`src/rtl/bt_pkg.sv`:
```
package bt_pkg;
  typedef enum logic [2:0] {
    ST_IDLE,
    ST_DECODE,
    ST_BUSY,
    ST_XFER,
    ST_BACKOFF,
    ST_TURN
  } bt_state_e;

  localparam logic [3:0] CMD_MEM_RD = 4'b0110;
  localparam logic [3:0] CMD_MEM_WR = 4'b0111;
endpackage

```
`src/rtl/bt_hit_decode.sv`:
```
module bt_hit_decode
  import bt_pkg::*;
#(
  parameter int              ADDR_W    = 32,
  parameter int              WIN_BITS  = 6,
  parameter logic [ADDR_W-1:0] BASE_ADDR = 32'h0001_0000
) (
  input  logic [ADDR_W-1:0] addr,
  input  logic [3:0]        cmd,
  output logic              hit
);
  logic cmd_ok;
  logic win_ok;

  always_comb begin
    cmd_ok = (cmd == CMD_MEM_RD) || (cmd == CMD_MEM_WR);
    win_ok = (addr[ADDR_W-1:WIN_BITS] == BASE_ADDR[ADDR_W-1:WIN_BITS]);
    hit    = cmd_ok && win_ok;
  end
endmodule

```
`src/rtl/bt_addr_track.sv`:
```
module bt_addr_track #(
  parameter int ADDR_W   = 32,
  parameter int WIN_BITS = 6
) (
  input  logic              clk,
  input  logic              rst_n,
  input  logic              load,
  input  logic              step,
  input  logic [ADDR_W-1:0] ad_in,
  input  logic [3:0]        cbe_n,
  output logic [ADDR_W-1:0] addr_q,
  output logic [3:0]        cmd_q,
  output logic              last_dw
);
  localparam int IDX_W = WIN_BITS - 2;

  logic [ADDR_W-1:0] addr_d;
  logic [3:0]        cmd_d;
  logic              en;

  always_comb begin
    addr_d = addr_q;
    cmd_d  = cmd_q;
    en     = load || step;
    if (load) begin
      addr_d = ad_in;
      cmd_d  = cbe_n;
    end else if (step) begin
      addr_d[WIN_BITS-1:2] = addr_q[WIN_BITS-1:2] + 1'b1;
    end
    last_dw = &addr_q[WIN_BITS-1:2];
  end

  always_ff @(posedge clk or negedge rst_n) begin
    if (!rst_n) begin
      addr_q <= '0;
      cmd_q  <= '0;
    end else if (en) begin
      addr_q <= addr_d;
      cmd_q  <= cmd_d;
    end
  end

  // each completed phase moves the word index by one, upper bits kept
  p_addr_step_r7: assert property (@(posedge clk) disable iff (!rst_n)
    (step && !load) |=> (addr_q[WIN_BITS-1:2] == IDX_W'($past(addr_q[WIN_BITS-1:2]) + 1'b1))
                        && $stable(addr_q[ADDR_W-1:WIN_BITS]));
endmodule

```
`src/rtl/bus_target_ctl.sv`:
```
module bus_target_ctl
  import bt_pkg::*;
#(
  parameter int              ADDR_W    = 32,
  parameter int              WIN_BITS  = 6,
  parameter logic [ADDR_W-1:0] BASE_ADDR = 32'h0001_0000
) (
  input  logic              clk,
  input  logic              rst_n,
  input  logic              frame_n,
  input  logic              irdy_n,
  input  logic [ADDR_W-1:0] ad_in,
  input  logic [3:0]        cbe_n,
  input  logic              usr_rdy,
  output logic              devsel_n,
  output logic              devsel_oe,
  output logic              trdy_n,
  output logic              trdy_oe,
  output logic              stop_n,
  output logic              stop_oe,
  output logic              usr_xfer,
  output logic [ADDR_W-1:0] usr_addr,
  output logic              usr_write
);
  bt_state_e st_q, st_d;
  logic devsel_q, devsel_d;
  logic trdy_q, trdy_d;
  logic stop_q, stop_d;
  logic drive_q, drive_d;

  logic              addr_phase;
  logic              data_done;
  logic              load;
  logic              hit;
  logic              last_dw;
  logic [ADDR_W-1:0] addr_q;
  logic [3:0]        cmd_q;

  // Unregistered bus qualifiers
  always_comb begin
    addr_phase = !frame_n && irdy_n;
    data_done  = (st_q == ST_XFER) && !irdy_n && !trdy_q;
    load       = ((st_q == ST_IDLE) || (st_q == ST_TURN)) && addr_phase;
  end

  bt_addr_track #(
    .ADDR_W   (ADDR_W),
    .WIN_BITS (WIN_BITS)
  ) u_track (
    .clk     (clk),
    .rst_n   (rst_n),
    .load    (load),
    .step    (data_done),
    .ad_in   (ad_in),
    .cbe_n   (cbe_n),
    .addr_q  (addr_q),
    .cmd_q   (cmd_q),
    .last_dw (last_dw)
  );

  bt_hit_decode #(
    .ADDR_W    (ADDR_W),
    .WIN_BITS  (WIN_BITS),
    .BASE_ADDR (BASE_ADDR)
  ) u_decode (
    .addr (addr_q),
    .cmd  (cmd_q),
    .hit  (hit)
  );

  // Next-state and next-output logic
  always_comb begin
    st_d     = st_q;
    devsel_d = devsel_q;
    trdy_d   = trdy_q;
    stop_d   = stop_q;
    unique case (st_q)
      ST_IDLE: begin
        if (addr_phase) st_d = ST_DECODE;
      end
      ST_DECODE: begin
        if (hit) begin
          st_d     = ST_XFER;
          devsel_d = 1'b0;
          trdy_d   = 1'b1;
          stop_d   = 1'b1;
        end else begin
          st_d = ST_BUSY;
        end
      end
      ST_BUSY: begin
        if (frame_n && irdy_n) st_d = ST_IDLE;
      end
      ST_XFER: begin
        if (data_done) begin
          if (frame_n) begin
            st_d     = ST_TURN;
            devsel_d = 1'b1;
            trdy_d   = 1'b1;
          end else if (last_dw) begin
            st_d   = ST_BACKOFF;
            stop_d = 1'b0;
            trdy_d = 1'b1;
          end else begin
            trdy_d = !usr_rdy;
          end
        end else if (frame_n && irdy_n) begin
          st_d     = ST_TURN;
          devsel_d = 1'b1;
          trdy_d   = 1'b1;
        end else if (trdy_q && usr_rdy) begin
          trdy_d = 1'b0;
        end
      end
      ST_BACKOFF: begin
        if (frame_n) begin
          st_d     = ST_TURN;
          devsel_d = 1'b1;
          stop_d   = 1'b1;
        end
      end
      ST_TURN: begin
        st_d = addr_phase ? ST_DECODE : ST_IDLE;
      end
      default: st_d = ST_IDLE;
    endcase
    drive_d = (st_d == ST_XFER) || (st_d == ST_BACKOFF) || (st_d == ST_TURN);
  end

  // State and output registers
  always_ff @(posedge clk or negedge rst_n) begin
    if (!rst_n) begin
      st_q     <= ST_IDLE;
      devsel_q <= 1'b1;
      trdy_q   <= 1'b1;
      stop_q   <= 1'b1;
      drive_q  <= 1'b0;
    end else begin
      st_q     <= st_d;
      devsel_q <= devsel_d;
      trdy_q   <= trdy_d;
      stop_q   <= stop_d;
      drive_q  <= drive_d;
    end
  end

  always_comb begin
    devsel_n  = devsel_q;
    trdy_n    = trdy_q;
    stop_n    = stop_q;
    devsel_oe = drive_q;
    trdy_oe   = drive_q;
    stop_oe   = drive_q;
    usr_xfer  = data_done;
    usr_addr  = addr_q;
    usr_write = cmd_q[0];
  end

  // a mid-transfer pattern seen in idle does not leave idle
  p_no_false_start_r2: assert property (@(posedge clk) disable iff (!rst_n)
    (st_q == ST_IDLE && !frame_n && !irdy_n) |=> (st_q == ST_IDLE));

  // select only falls after a decode that hit
  p_claim_on_hit_r3: assert property (@(posedge clk) disable iff (!rst_n)
    $fell(devsel_q) |-> ($past(st_q) == ST_DECODE) && $past(hit));

  // busy state never drives the bus
  p_busy_quiet_r5: assert property (@(posedge clk) disable iff (!rst_n)
    (st_q == ST_BUSY) |-> (devsel_q && !drive_q));

  // target-ready only follows a sampled user ready
  p_trdy_gated_r6: assert property (@(posedge clk) disable iff (!rst_n)
    $fell(trdy_q) |-> $past(usr_rdy));

  // enable still on in the cycle select returns high
  p_oe_tail_r8: assert property (@(posedge clk) disable iff (!rst_n)
    $rose(devsel_q) |-> drive_q);

  // framing high in backoff releases stop and select at once
  p_backoff_release_r10: assert property (@(posedge clk) disable iff (!rst_n)
    (st_q == ST_BACKOFF && frame_n) |=> (stop_q && devsel_q));

  // strobes are only low while driven
  p_low_when_driven_r1: assert property (@(posedge clk) disable iff (!rst_n)
    (!devsel_q || !trdy_q || !stop_q) |-> drive_q);
endmodule

```
`config.mk`:
```
export PLATFORM = sky130hd
export DESIGN_NAME = bus_target_ctl
export DESIGN_NICKNAME = d
export VERILOG_FILES = /design/src/rtl/bt_pkg.sv /design/src/rtl/bt_hit_decode.sv /design/src/rtl/bt_addr_track.sv /design/src/rtl/bus_target_ctl.sv
export SDC_FILE = /design/constraint.sdc
export NUM_CORES = 1
export LEC_CHECK = 0
export ABC_CLOCK_PERIOD_IN_PS = 1300
export BUFFER_PORTS_ARGS = -buffer_cell sky130_fd_sc_hd__buf_2
export CAP_MARGIN = 20
export CORE_UTILIZATION = 40
export CTS_BUF_LIST = sky130_fd_sc_hd__clkbuf_4
export CTS_CLUSTER_DIAMETER = 60
export DETAILED_ROUTE_END_ITERATION = 10
export GPL_TIMING_DRIVEN = 0
export PLACE_DENSITY = 0.81
export REMOVE_ABC_BUFFERS = 1
export SLEW_MARGIN = 25
export SYNTH_ARGS = -nofsm -noshare
export SYNTH_HDL_FRONTEND = slang
export SYNTH_SLANG_ARGS = --single-unit
```
`constraint.sdc`:
```
create_clock -name clk -period 1.3 [get_ports clk]
set_input_delay 0.13 -clock clk [delete_from_list [all_inputs] [get_ports clk]]
set_output_delay 0.13 -clock clk [all_outputs]
set_load 0.03 [all_outputs]
```
* Yosys cells after proc, flatten, opt, wreduce, memory -nomap -nowiden
Index checks and enable logic that the tools add are counted.
** Storage, ports and cells
- Bits in registers :: 43
- Output and inout bits :: 40
- Input port bits :: 41
- Logic and storage cells :: 82
** Operators by class
- Equality and inequality tests :: 18
- Add/sub/neg operators :: 1
- Mux-type cells :: 29
- Reductions and logical operators :: 26
** Operator list (count)
- == test 26 x 11 -> 1 bit (second input constant) :: 1
- 2-to-1 mux 3 bit :: 7
- case mux 3 bit (6 select lines) :: 1
- 2-to-1 mux 1 bit :: 16
- == test 3 bit (second input constant) :: 4
- == test 3 x 2 -> 1 bit (second input constant) :: 3
- == test 4 x 3 -> 1 bit (second input constant) :: 2
- 2-to-1 mux 4 bit :: 2
- inequality test 2 bit (second input constant) :: 4
- logical AND 1 bit :: 7
- case mux 1 bit (3 select lines) :: 2
- AND reduction 3 bit :: 2
- AND reduction 6 bit :: 1
- logical OR 1 bit :: 5
- adder 4 x 1 -> 4 bit (second input constant) :: 1
- logical NOT 1 bit :: 4
- inequality test 4 x 1 -> 1 bit (second input constant) :: 1
- AND reduction 2 bit :: 2
- AND reduction 4 bit :: 1
- nonzero test 2 bit :: 2
- == test 3 x 1 -> 1 bit (second input constant) :: 1
- logical NOT 3 bit :: 1
- inequality test 3 x 1 -> 1 bit (second input constant) :: 1
- nonzero test 3 bit :: 1
- 2 further kinds :: 2

* Longest topological paths before layout
- Word-level depth :: 8
- Mapped depth :: 7
- Depth with buffers taken out :: 6

* Modules after synthesis
A second synthesis with hierarchy kept.
** Unflattened totals
- Cell total of the unflattened synthesis :: 149
- Area, all modules :: 1971.9 um^2
** By module, submodules not included
- bt_addr_track :: times used 1, area an instance 1416.4 um^2, cells each 87, sequential area each 900.9 um^2
- bus_target_ctl :: times used 1, area an instance 473.0 um^2, cells each 51, sequential area each 178.9 um^2
- bt_hit_decode :: times used 1, area an instance 82.6 um^2, cells each 11, sequential area each 0.0 um^2

* Worst setup path before layout
No wires, ideal clock.
- Kind :: flip-flop to flip-flop
- From :: reg u_track.addr_q[2]
- To :: reg drive_q, in the netlist devsel_oe
- Library setup time :: 0.118 ns
- Cell stages (with the launch flop) :: 7
- Arrival time :: 1.523 ns
- Setup slack :: -0.341 ns
- Buffers on the path :: 0
- Clock period less this slack :: 1.641 ns
- Cells stage by stage :: dfrtp_1 ha_1 nand3_1 o31ai_1 nand3_1 nand2b_4 a21o_1
** Between the ends
- Word-level cells in the longest chain between the ends :: 8
** Ends and longest elaborated chain
- start, declared :: line bt_addr_track.sv:11 : output logic [ADDR_W-1:0] addr_q,
- start signal, assigned :: line bt_addr_track.sv:39 : addr_q <= addr_d;
- AND reduction 4 bit (*) :: line bt_addr_track.sv:31 : last_dw = &addr_q[WIN_BITS-1:2];
- 2-to-1 mux 3 bit (*) :: line bus_target_ctl.sv:100 : end else if (last_dw) begin
- 2-to-1 mux 3 bit (*) :: line bus_target_ctl.sv:96 : if (frame_n) begin
- 2-to-1 mux 3 bit (*) :: line bus_target_ctl.sv:95 : if (data_done) begin
- case mux 3 bit (6 select lines) (*) :: line bus_target_ctl.sv:77 : unique case (st_q)
- named net st_d[0] :: line bus_target_ctl.sv:25 : bt_state_e st_q, st_d;
- == test 3 x 2 -> 1 bit or == test 3 bit (tied branches) :: line bus_target_ctl.sv:127 : drive_d = (st_d == ST_XFER) || (st_d == ST_BACKOFF) || (st_d == ST_TURN);
- logical OR 1 bit :: line bus_target_ctl.sv:127
- logical OR 1 bit (*) :: line bus_target_ctl.sv:127
- named net drive_d :: line bus_target_ctl.sv:29 : logic drive_q, drive_d;
- end signal, assigned :: line bus_target_ctl.sv:143 : drive_q <= drive_d;
- end, declared :: line bus_target_ctl.sv:29
The timed path passes the listed nets; every way through them passes the cells marked *.
A chain may end at the register's enable or synchronous reset.

* Worst setup path in the final report
- From :: reg st_q[2]
- To :: out usr_xfer
** Between the ends
- Word-level cells in the longest chain between the ends :: 3
** Ends and longest elaborated chain
- start, declared :: line bus_target_ctl.sv:25
- start signal, assigned :: line bus_target_ctl.sv:139 : st_q <= st_d;
- == test 3 x 2 -> 1 bit :: line bus_target_ctl.sv:42 : data_done = (st_q == ST_XFER) && !irdy_n && !trdy_q;
- logical AND 1 bit (2 in a row) :: line bus_target_ctl.sv:42
- end, declared :: line bus_target_ctl.sv:21 : output logic usr_xfer,
No other way between the ends.

==> flow_summary.yaml <==
detailed_routing:
  antenna_left: 0
  dr.pass1.iters: 7
  num_vias: 1657
  drc: 4
  avgViaCountPerCell: 5.083
  post_drt_wl_per_cell_um: 16.00
  drt-initial-drc-count: 60
  wl_mm: 5.216
timing:
  slew_viol_final: 0
  tightest_slew_ps: 532.0
  final-hold-violation-count: 0
  fin_ws_ps: -200.3
  period_needed_ps: 1500
  setup_viol: 41
  tns_ps: -5755
  rsz0062_at_grt: "true"
  finalCritPeriodShare: 1.154
  max_freq_mhz: 666.5
  maxSlewHeadroom: 0.6453
  clock_skew_ps: 10.59
status:
  status: "finished, violations left"
  violations: "DRC, setup timing"
clocking:
  clk_latency_ps: 360
  cts_max_path_buffers: 2
  cts.clk_slew.worst_paths_ps: 130
  cts.sinks: 43
  cts_buffers: 5
  cts_tree: "built"
  htreeDepth: 2
  root_buffer: "clkbuf_4"
yosys:
  synth_top_area_frac: 0.5291
  synth_warnings: 0
  postSynthAreaPerCell_um2: 13.14
  synth_commonest_cells: "dfrtp_1, mux2_2, nor2_1, buf_4, nor4_1"
  yosysMostFrequentCell: "dfrtp_1"
  yosysUniqueCellTypes: 34
  synth_edf_count: 0
  ys.flop_type: "dfrtp_1"
  synth_cells: 144
  async_reset_ff_frac: 1.000
  ys_top_cells_by_area: "dfrtp_1, mux2_2, dfstp_2"
  seq_area_frac_synth: 0.5708
  syn_area_um2: 1892
  yosysTopAreaCell: "dfrtp_1"
  ys_seq_elements: 43
worst_hold_path:
  hold_class: "in2reg"
grt:
  grt_overflow_total: 0
  met2_usage: 0.3803
  grt_pass1_wl_mm: 8.466
  met1_usage: 0.2600
  grt_usage: 0.2184
  grt_max_degree: 44
  busiest_layer: "met2"
  use_met3: 0.06125
  grt_pass1_vias: 1750
  antenna_found_initial: 0
finish:
  drive_above_1_share: 0.6095
  syn_to_final_growth_pct: 62.10
  final-instance-count-excl-fill: 326
  nets: 315
  utilization: 0.6900
  antenna_cells: 0
worst_setup_path:
  cp.required_ps: 1170
  cp_max_fo: 5
  cp_cell_sequence: "and3b_2 > nand2_4 > inv_4 > buf_6"
  cp-start-kind: "flop"
  cpPeakStageDelay_ps: 470
  critPathCaptureType: "primary output"
  cp_data_arrival_time_ps: 1370
  slowest_stage: "dfrtp_2"
  path_class: "reg2out"
pwr:
  p_leak_uw: 0.001455
  vdd_drop_max_uv: 1549
  p_per_area_nw_per_um2: 2448
  internal-power_uw: 4243
  power.clock.fraction: 0.140
  switching_share: 0.4349
  pwr-share-comb: 0.507
  pwr-share-seq: 0.354
  power.switching_uw: 3265
die:
  die-area_um2: 5008
  row_count: 24
  initial_core_util: 0.4257
  core_area_um2: 4444
  die_x_um: 70.77
  die_h_um: 70.77
  ios: 81
flow_run:
  maxCapViolCount: 0
placed_design:
  portBuffers: 80
  hpwl_mm: 2.877
  gp_congestion: 0.7801
  place_inst: 270
## worst max-delay path, delay by kind of cell (launching register included)
family / cells / cell delay [ps]
buffers and inverters: 2 / 190
and+or+nand+nor: 2 / 360
DFF: 1 / 470
## state kept, by name, summed over array words and instances (netlist names)
name / cells
u_track.cmd_q: 4
devsel_oe: 1
stop_n: 1
devsel_n: 1
trdy_n: 1
u_track.addr_q: 32
st_q: 3
## routing by layer
layer  wire length, um  share of wire
met5                 0              0
met4                83          0.016
met3               295          0.057
met2              2737           0.52
met1              2099           0.40
## layout by cell type, fill, tap and decap left out, types with 3 or more instances in the layout
master         Yosys  layout
clkbuf_4           0       5
dfrtp_1           40      37
dfrtp_2            0       3
buf_4              6      11
nor4b_2            0       3
buf_6              1       6
a21oi_1            5       5
buf_2              0      77
dfstp_2            3       3
nor2_1             9       8
dlygate4sd3_1      0      32
nor4_1             6       5
nand2_1            5       5
mux2_2            32      32
## kinds of logic after synthesis
family,Yosys count,share of synthesized area
compound gates,17,0.05689
xor+xnor,4,0.01852
fa+ha+maj,1,0.006613
buf+inv,10,0.03704
flops,43,0.5708
mux,32,0.1905
simple gates,37,0.1197
## per-stage QoR
step / hold WS (ps) / cell area (um^2) / total power, uW / worst slack (ps)
floorplan: -165.6 / 1836 / 4708 / -874.1
global route: 7.375 / 3067 / 7904 / -271.8
CTS: 1.496 / 2889 / 7131 / -188.2
finish: 14.60 / 3067 / 7508 / -200.3
global placement: 324.8 / 2301 / 5594 / -1461
detailed placement: 332.5 / 2333 / 5701 / -513.6
## repair_timing
item                                    4_1_cts  5_1_grt
hold buffers                                 30        2
resized for setup                            14       23
cloned                                        0        2
pin swaps                                     5        6
endpoints found under the setup margin       44       45
hold endpoints to repair                     69        2
setup buffers                                12        2
## power by group through the flow
| stage | clock (uW) | sequential (uW) | combinational (uW) |
|---|---|---|---|
| floorplan | 0 | 3660 | 1050 |
| finish | 1050 | 2660 | 3800 |
| detailed placement | 0 | 2570 | 3130 |
| global route | 1120 | 2760 | 4020 |
| CTS | 1070 | 2550 | 3510 |
| global placement | 0 | 2530 | 3060 |
## final cells by class
cell class | instances | area, um^2
repair buffers | 129 | 923.4
clock inverters | 3 | 67.56
multi-input cells | 91 | 875.8
well taps | 52 | 65.06
inverters | 3 | 13.76
flip-flops and latches | 43 | 1084
clock buffers | 5 | 37.54
fillers | 313 | 1378
## final timing paths
check / startpoint / endpoint / slack, ps / cells past startpoint
setup / recovery: st_q[2]$_DFF_PN0_ / usr_xfer / -200 / 4
hold / removal: ad_in[4] / u_track.addr_q[4]$_DFFE_PN0P_ / 10 / 3
setup reg to reg: st_q[2]$_DFF_PN0_ / u_track.addr_q[14]$_DFFE_PN0P_ / -200 / 4
hold reg to reg: u_track.cmd_q[2]$_DFFE_PN0P_ / u_track.cmd_q[2]$_DFFE_PN0P_ / 520 / 1
max in group asynchronous: rst_n / st_q[2]$_DFF_PN0_ / 580 / 2
min in group asynchronous: rst_n / u_track.cmd_q[0]$_DFFE_PN0P_ / 320 / 2
No activity file was read; power rests on OpenSTA's default activity.
